`config.mk`:
```
export PLATFORM = sky130hd
export DESIGN_NAME = mux_gpio_port
export DESIGN_NICKNAME = d
export VERILOG_FILES = /design/src/rtl/gpio_pkg.sv /design/src/rtl/gpio_regfile.sv /design/src/rtl/gpio_addr_latch.sv /design/src/rtl/gpio_sync2.sv /design/src/rtl/gpio_out_slice.sv /design/src/rtl/mux_gpio_port.sv
export SDC_FILE = /design/constraint.sdc
export NUM_CORES = 1
export LEC_CHECK = 0
export BUFFER_PORTS_ARGS = -buffer_cell sky130_fd_sc_hd__buf_4
export CORE_UTILIZATION = 44
export DETAILED_ROUTE_END_ITERATION = 8
export PLACE_DENSITY = 0.87
export SETUP_SLACK_MARGIN = 0.05
export SLEW_MARGIN = 25
export SYNTH_ARGS = -nofsm -noshare
export SYNTH_HDL_FRONTEND = slang
export SYNTH_SLANG_ARGS = --single-unit
export TNS_END_PERCENT = 100
```
`constraint.sdc`:
```
create_clock -name clk -period 1.2 [get_ports clk]
set_clock_uncertainty 0.05 [all_clocks]
set_input_delay 0.06 -clock clk [delete_from_list [all_inputs] [get_ports clk]]
set_output_delay 0.06 -clock clk [all_outputs]
set_load 0.03 [all_outputs]
```
`src/rtl/gpio_pkg.sv`:
```
package gpio_pkg;
   localparam int OFF_W  = 3;
   localparam int NUM_CS = 2;

   typedef enum logic [OFF_W-1:0] {
      OFF_PINS  = 3'd0,
      OFF_DOUT  = 3'd1,
      OFF_DIR   = 3'd2,
      OFF_CTRL  = 3'd3,
      OFF_MCELL = 3'd4
   } reg_off_e;

   typedef enum logic [1:0] {
      SRC_DOUT  = 2'd0,
      SRC_ADDR  = 2'd1,
      SRC_MCELL = 2'd2,
      SRC_CS    = 2'd3
   } out_src_e;
endpackage

```
`src/rtl/gpio_regfile.sv`:
```
module gpio_regfile
   import gpio_pkg::*;
#(
   parameter int          PW        = 8,
   parameter bit          HAS_CTRL  = 1'b1,
   parameter logic [2*PW-1:0] FIXED_SEL = '0
) (
   input  logic              clk,
   input  logic              rst_n,
   input  logic              wr,
   input  logic [OFF_W-1:0]  off,
   input  logic [2*PW-1:0]   wdata,
   output logic [PW-1:0]     dout,
   output logic [PW-1:0]     dir,
   output logic [2*PW-1:0]   ctrl
);
   always_ff @(posedge clk or negedge rst_n) begin
      if (!rst_n) begin
         dout <= '0;
         dir  <= '0;
      end else if (wr) begin
         if (off == OFF_DOUT) dout <= wdata[PW-1:0];
         if (off == OFF_DIR)  dir  <= wdata[PW-1:0];
      end
   end

   generate
      if (HAS_CTRL) begin : g_ctrl_reg
         always_ff @(posedge clk or negedge rst_n) begin
            if (!rst_n)                          ctrl <= '0;
            else if (wr && off == OFF_CTRL)      ctrl <= wdata;
         end
      end else begin : g_ctrl_fixed
         assign ctrl = FIXED_SEL;
      end
   endgenerate
endmodule

```
`src/rtl/gpio_addr_latch.sv`:
```
module gpio_addr_latch #(
   parameter int W = 8
) (
   input  logic         clk,
   input  logic         rst_n,
   input  logic         ale,
   input  logic [W-1:0] addr_in,
   output logic [W-1:0] addr_q
);
   always_ff @(posedge clk or negedge rst_n) begin
      if (!rst_n)   addr_q <= '0;
      else if (ale) addr_q <= addr_in;
   end
endmodule

```
`src/rtl/gpio_sync2.sv`:
```
module gpio_sync2 #(
   parameter int W = 8
) (
   input  logic         clk,
   input  logic         rst_n,
   input  logic [W-1:0] d,
   output logic [W-1:0] q
);
   logic [W-1:0] meta;
   always_ff @(posedge clk or negedge rst_n) begin
      if (!rst_n) begin
         meta <= '0;
         q    <= '0;
      end else begin
         meta <= d;
         q    <= meta;
      end
   end
endmodule

```
`src/rtl/gpio_out_slice.sv`:
```
module gpio_out_slice
   import gpio_pkg::*;
#(
   parameter bit OE_FROM_TERM = 1'b0
) (
   input  logic [1:0] sel,
   input  logic       dout_b,
   input  logic       addr_b,
   input  logic       mc_b,
   input  logic       cs_b,
   input  logic       dir_b,
   input  logic       oe_term_b,
   output logic       out_b,
   output logic       oe_b
);
   always_comb begin
      unique case (out_src_e'(sel))
         SRC_DOUT:  out_b = dout_b;
         SRC_ADDR:  out_b = addr_b;
         SRC_MCELL: out_b = mc_b;
         SRC_CS:    out_b = cs_b;
         default:   out_b = dout_b;
      endcase
   end

   assign oe_b = OE_FROM_TERM ? oe_term_b : dir_b;
endmodule

```
`src/rtl/mux_gpio_port.sv`:
```
module mux_gpio_port
   import gpio_pkg::*;
#(
   parameter int              PW           = 8,
   parameter bit              HAS_CTRL     = 1'b1,
   parameter logic [2*PW-1:0] FIXED_SEL    = '0,
   parameter logic [PW-1:0]   OE_TERM_MASK = '0
) (
   input  logic              clk,
   input  logic              rst_n,
   input  logic [2:0]        bus_off,
   input  logic              bus_wr,
   input  logic [2*PW-1:0]   bus_wdata,
   output logic [2*PW-1:0]   bus_rdata,
   input  logic              ale,
   input  logic [PW-1:0]     addr_in,
   input  logic [PW-1:0]     mc_out,
   input  logic [1:0]        ext_cs,
   input  logic [PW-1:0]     oe_term,
   input  logic [PW-1:0]     pin_in,
   output logic [PW-1:0]     pin_out,
   output logic [PW-1:0]     pin_oe,
   output logic [PW-1:0]     mc_pin_in
);
   localparam int BUS_W = 2 * PW;

   generate
      if (PW < 1 || PW > 16) begin : g_bad_width
         $error("mux_gpio_port: PW must lie in 1..16");
      end
   endgenerate

   logic [PW-1:0]    dout_r;
   logic [PW-1:0]    dir_r;
   logic [BUS_W-1:0] ctrl_r;
   logic [PW-1:0]    alat_r;
   logic [PW-1:0]    pin_sync;

   gpio_regfile #(.PW(PW), .HAS_CTRL(HAS_CTRL), .FIXED_SEL(FIXED_SEL)) u_regs (
      .clk(clk), .rst_n(rst_n), .wr(bus_wr), .off(bus_off), .wdata(bus_wdata),
      .dout(dout_r), .dir(dir_r), .ctrl(ctrl_r)
   );

   gpio_addr_latch #(.W(PW)) u_alat (
      .clk(clk), .rst_n(rst_n), .ale(ale), .addr_in(addr_in), .addr_q(alat_r)
   );

   gpio_sync2 #(.W(PW)) u_sync (
      .clk(clk), .rst_n(rst_n), .d(pin_in), .q(pin_sync)
   );

   assign mc_pin_in = pin_sync;

   generate
      for (genvar i = 0; i < PW; i++) begin : g_pin
         gpio_out_slice #(.OE_FROM_TERM(OE_TERM_MASK[i])) u_slice (
            .sel       (ctrl_r[2*i +: 2]),
            .dout_b    (dout_r[i]),
            .addr_b    (alat_r[i]),
            .mc_b      (mc_out[i]),
            .cs_b      (ext_cs[i % NUM_CS]),
            .dir_b     (dir_r[i]),
            .oe_term_b (oe_term[i]),
            .out_b     (pin_out[i]),
            .oe_b      (pin_oe[i])
         );
      end
   endgenerate

   always_comb begin
      bus_rdata = '0;
      case (bus_off)
         OFF_PINS:  bus_rdata[PW-1:0] = pin_sync;
         OFF_DOUT:  bus_rdata[PW-1:0] = dout_r;
         OFF_DIR:   bus_rdata[PW-1:0] = dir_r;
         OFF_CTRL:  bus_rdata         = HAS_CTRL ? ctrl_r : '0;
         OFF_MCELL: bus_rdata[PW-1:0] = mc_out;
         default:   bus_rdata         = '0;
      endcase
   end
endmodule

```
Word level (Yosys, flattened, before mapping)
Index checks and enable logic that the tools add are counted.

storage, ports and cells
  ROM bits = 0
  RAM bits = 0
  register bits after elaboration = 56
  memories kept = 0
  bits in latches = 0
  output and inout bits = 40

cells by class
  reduce and logical (&&, ||, !) cells = 12
  multipliers = 0
  bitwise logic cells = 0
  $lt $le $gt $ge = 0
  $add $sub $neg = 0
  div/mod/pow operators = 0
  mux-type cells = 10
  eq/ne operators = 28
  shift-type cells = 0

operators by type and width
  kind                                                              count
  8-bit case mux with 5 select lines                                1
  2-bit == test (second input constant)                             16
  1-bit case mux with 4 select lines                                8
  2-bit by 1-bit == test with 1-bit output (second input constant)  8
  2-bit logical NOT                                                 8
  8-bit 2-to-1 mux                                                  1
  3-bit by 2-bit == test with 1-bit output (second input constant)  2
  2-bit AND reduction                                               2
  3-bit by 1-bit == test with 1-bit output (second input constant)  1
  3-bit == test (second input constant)                             1
  3-bit logical NOT                                                 1
  1-bit logical AND                                                 1

Depth between registers and ports, before layout
  word-level depth = 2
  depth in mapped cells = 5

Modules after synthesis
From an unflattened synthesis, not the netlist that was laid out.

unflattened totals
  cell total of the unflattened synthesis = 172
  area, all modules = 2750.1 sq um

by module, submodules not included
  module           instances  cells an instance  area each (sq um)  seq. area each (sq um)
  gpio_regfile     1          70                 1341.3             800.8
  mux_gpio_port    1          53                 436.7              0.0
  gpio_sync2       1          16                 400.4              400.4
  gpio_addr_latch  1          17                 331.6              200.2
  gpio_out_slice   8          2                  30.0               0.0

Worst setup path after synthesis
Ideal clock, no wire load.

  path kind = input -> output
  start point = in bus_off[2]
  end point = out bus_rdata[2]
  path buffers = 2
  cell stages on the path = 5
  slack = -221 ps
  arrival time = 1311 ps
  data required time = 1090 ps
  cell sequence = buf_2 -> buf_2 -> and3b_1 -> a31oi_1 -> o21ai_0

between the ends
  cells in the longest elaborated chain, start to end = 2

ends and longest elaborated chain
  element                                 line                 source
  start: declaration                      mux_gpio_port.sv:11  input logic [2:0] bus_off,
  3-bit == test (tied with other cells)   mux_gpio_port.sv:72  case (bus_off)
  8-bit case mux with 5 select lines (*)  mux_gpio_port.sv:72
  end: declaration                        mux_gpio_port.sv:14  output logic [2*PW-1:0] bus_rdata,

Mark *: on every way between the ends. The rest lies on a longest branch, timed or not.

Worst setup path in the final report
  start point = reg u_sync.q[3]
  end point = out bus_rdata[3]

between the ends
  cells in the longest elaborated chain, start to end = 1

ends and longest elaborated chain
  element                             line                 source
  start: declaration                  gpio_sync2.sv:7      output logic [W-1:0] q
  start signal: assignment            gpio_sync2.sv:16     q <= meta;
  8-bit case mux with 5 select lines  mux_gpio_port.sv:72

Every way passes these cells.

==> results.tsv <==
metric	value	unit
finalCritPeriodShare	1.37	
synthToLayoutAreaGrowth	59.4	%
switchingPower	1.76	mW
clk_latency	310	ps
drive_gt1_frac	0.668	
max_freq	608	MHz
end_kind	primary output	
die-width	79.1	um
path_clk_slew	90	ps
synth-simple-area-share	0.0651	
peakVddDrop	1.04	mV
drtIter0Drc	90	
yosysUniqueCellTypes	23	
cts_num_sinks	56	
ys.flop_type	dfrtp_1	
ant_nets	0	
cts_tree	yes	
rsz0062_at_grt	true	
grt_antenna_before_repair	0	
die_area	6260	sq um
async_flop_share	1.00	
synth-adder-area-share	0	
via_per_inst	5.32	
period_needed	1640	ps
dp_slack	-129	ps
synth_xor_area_frac	0	
core_region_area	5610	sq um
antenna_cells	0	
gp_congestion	0.776	
ys_seq_area_frac	0.536	
placed_area	3480	sq um
power.share.sequential	0.436	
hold_viol	0	
synth_nets	236	
synth_top_cell_area_share	0.536	
routedWlPerCell	18.9	um
drt-met1-wl	3.00	mm
postRouteWirelength	7.38	mm
crit_type	reg -> out	
wl_met3	345	um
power.leakage	1.96	nW
dr_wl_met2	3.93	mm
critical_path.max_fanout	2	
row_count	27	
gr-total-overflow	0	
cts_root_buf	clkbuf_8	
slew_headroom	0.775	
cap_violations	0	
hold_path_class	in -> reg	
grt_pass1_vias	2183	
start_util	0.466	
synthTopCellsByArea	dfrtp_1 54%, mux2_2 21%, mux4_2 6.9%	
maxSlewViolCount	0	
setup_viol	20	
fill_cells	355	
postLayoutCellArea	4170	sq um
tightest_slew	333	ps
fp.dieH	79.1	um
cts_buffers	5	
dp_hpwl	4.94	mm
grt_max_degree	34	
required	1090	ps
io-pin-count	97	
port_buffers	88	
final_nets	375	
synthMuxAreaShare	0.302	
start_kind	register	
drc	0	
via_count	2082	
firstDrtPassIters	4	
synth_top_family_by_area	multiplexers	
swShare	0.315	
maxUsedRoutingLayer	met4	
power_per_cell_area	1340	nW/um^2
syn_inst	179	
ys_seq_elements	56	
synth-edff-count	0	
clockPowerShare	0.188	
failed_checks	setup timing	
regToRegSetupSlack	100	ps
cts_buffer_depth	2	
synth_area_leader_cell	dfrtp_1	
synth-compound-area-share	0.0335	
cp.arrival	1530	ps
grtUsageTotal	0.244	
grt_first_pass_wirelength	11.2	mm
pwr-share-comb	0.376	
timing.final.ws_setup	-444	ps
status	complete, but fails checks	
syn_area	2620	sq um
p_int	3.82	mW
syn_avg_cell_area	14.6	sq um
h-tree-depth	2	
yosysWarnings	0	
-- registers in the layout, summed over array words and instances (netlist names) --
signal	flops
u_alat.addr_q	8
u_sync.meta	8
u_sync.q	8
u_regs.ctrl	16
u_regs.dir	8
u_regs.dout	8
-- path summary, 6_finish.rpt --
path | cells past startpoint | to | startpoint
hold / removal | 2 | u_alat.addr_q[1] | ale
hold reg to reg | 0 | u_sync.q[1] | u_sync.meta[1]
min in group asynchronous | 2 | u_alat.addr_q[3] | rst_n
setup reg to reg | 3 | u_regs.ctrl[6] | u_regs.ctrl[6]
setup / recovery | 3 | bus_rdata[3] | u_sync.q[3]
max in group asynchronous | 3 | u_sync.q[4] | rst_n
-- per-layer routing --
| metal | up-vias | GRT usage |
|---|---|---|
| li1 | 919 | - |
| met1 | 1069 | 0.301 |
| met2 | 82 | 0.439 |
| met3 | 12 | 0.0460 |
| met4 | 0 | 0.0600 |
| met5 | - | 0 |
-- cell usage after synthesis, types with 2 or more instances --
master and number:
a221o_1 6, buf_4 17, nand2_1 2, and3_1 8, buf_2 6, mux4_2 8
nor2_1 8, mux2i_1 7, mux2_2 48, dfrtp_1 56
-- logic make-up after synthesis --
kind of cell | after synthesis
flops | 56
mux | 63
buf+inv | 25
simple gates | 25
compound gates | 10
-- critical path: stages, from the launching register on --
cell	delay (ps)
dfrtp_2	430
mux2_4	280
a221o_2	370
buf_6	140
-- placed cells by master, fill, tap and decap left out --
cell           netlist  layout
and3_1               8       1
nor3b_2              1       1
o211ai_1             1       1
buf_12               0       1
a31oi_1              1       1
mux4_2               8       8
nand2_2              0       1
mux2i_1              7       7
nand4b_4             0       1
dfrtp_1             56      49
nor4b_4              1       1
clkbuf_1             1       2
o21ai_1              0       1
dlygate4sd3_1        0      33
buf_4               17      88
dfrtp_2              0       7
clkbuf_8             0       6
mux2_4               0      15
nor2b_4              0       1
nand2b_4             0       1
and3_4               0       7
and3b_1              1       1
nor2_1               8       8
inv_2                1       1
nor4bb_2             0       1
buf_6                0      34
a32oi_1              1       1
nand2_1              2       1
mux2_2              48      33
a221o_2              0       6
-- final cells by class --
cell class / count / area [sq um] / area share
multi-input cells: 98 / 1180 / 0.283
flip-flops and latches: 56 / 1410 / 0.338
inverters: 1 / 3.75 / 0.000901
clock buffers: 8 / 90.1 / 0.0216
well taps: 72 / 90.1 / 0.0216
repair buffers: 156 / 1390 / 0.334
-- timing repair --
action | CTS | global route
pin swaps | 3 | 8
gates resized for setup | 34 | 16
endpoints found under the hold margin | 104 | 0
setup buffers | 7 | 7
hold buffers | 33 | 0
setup endpoints to repair | 24 | 28
-- through the flow --
stage / setup TNS [ps] / std cells / utilization / hold slack (ps) / power [mW]
6_report: -5670 / 391 / 0.743 / 78.9 / 5.58
5_1_grt: -6600 / 391 / 0.743 / 66.2 / 5.82
4_1_cts: -5530 / 388 / 0.729 / 59.9 / 5.53
3_5_place_dp: -3000 / 340 / 0.621 / -63.8 / 4.21
3_3_place_gp: -2430 / 340 / 0.621 / -72.9 / 4.16
2_1_floorplan: -510 / 179 / - / -286 / 3.69
-- power by group through the flow --
stage	Clock (mW)	Sequential, mW	Combinational, mW
3_3_place_gp	0	2.44	1.72
6_report	1.05	2.44	2.10
5_1_grt	1.15	2.47	2.20
2_1_floorplan	0	2.41	1.29
3_5_place_dp	0	2.46	1.75
4_1_cts	1.07	2.42	2.04
No activity file was read; power rests on OpenSTA's default activity.
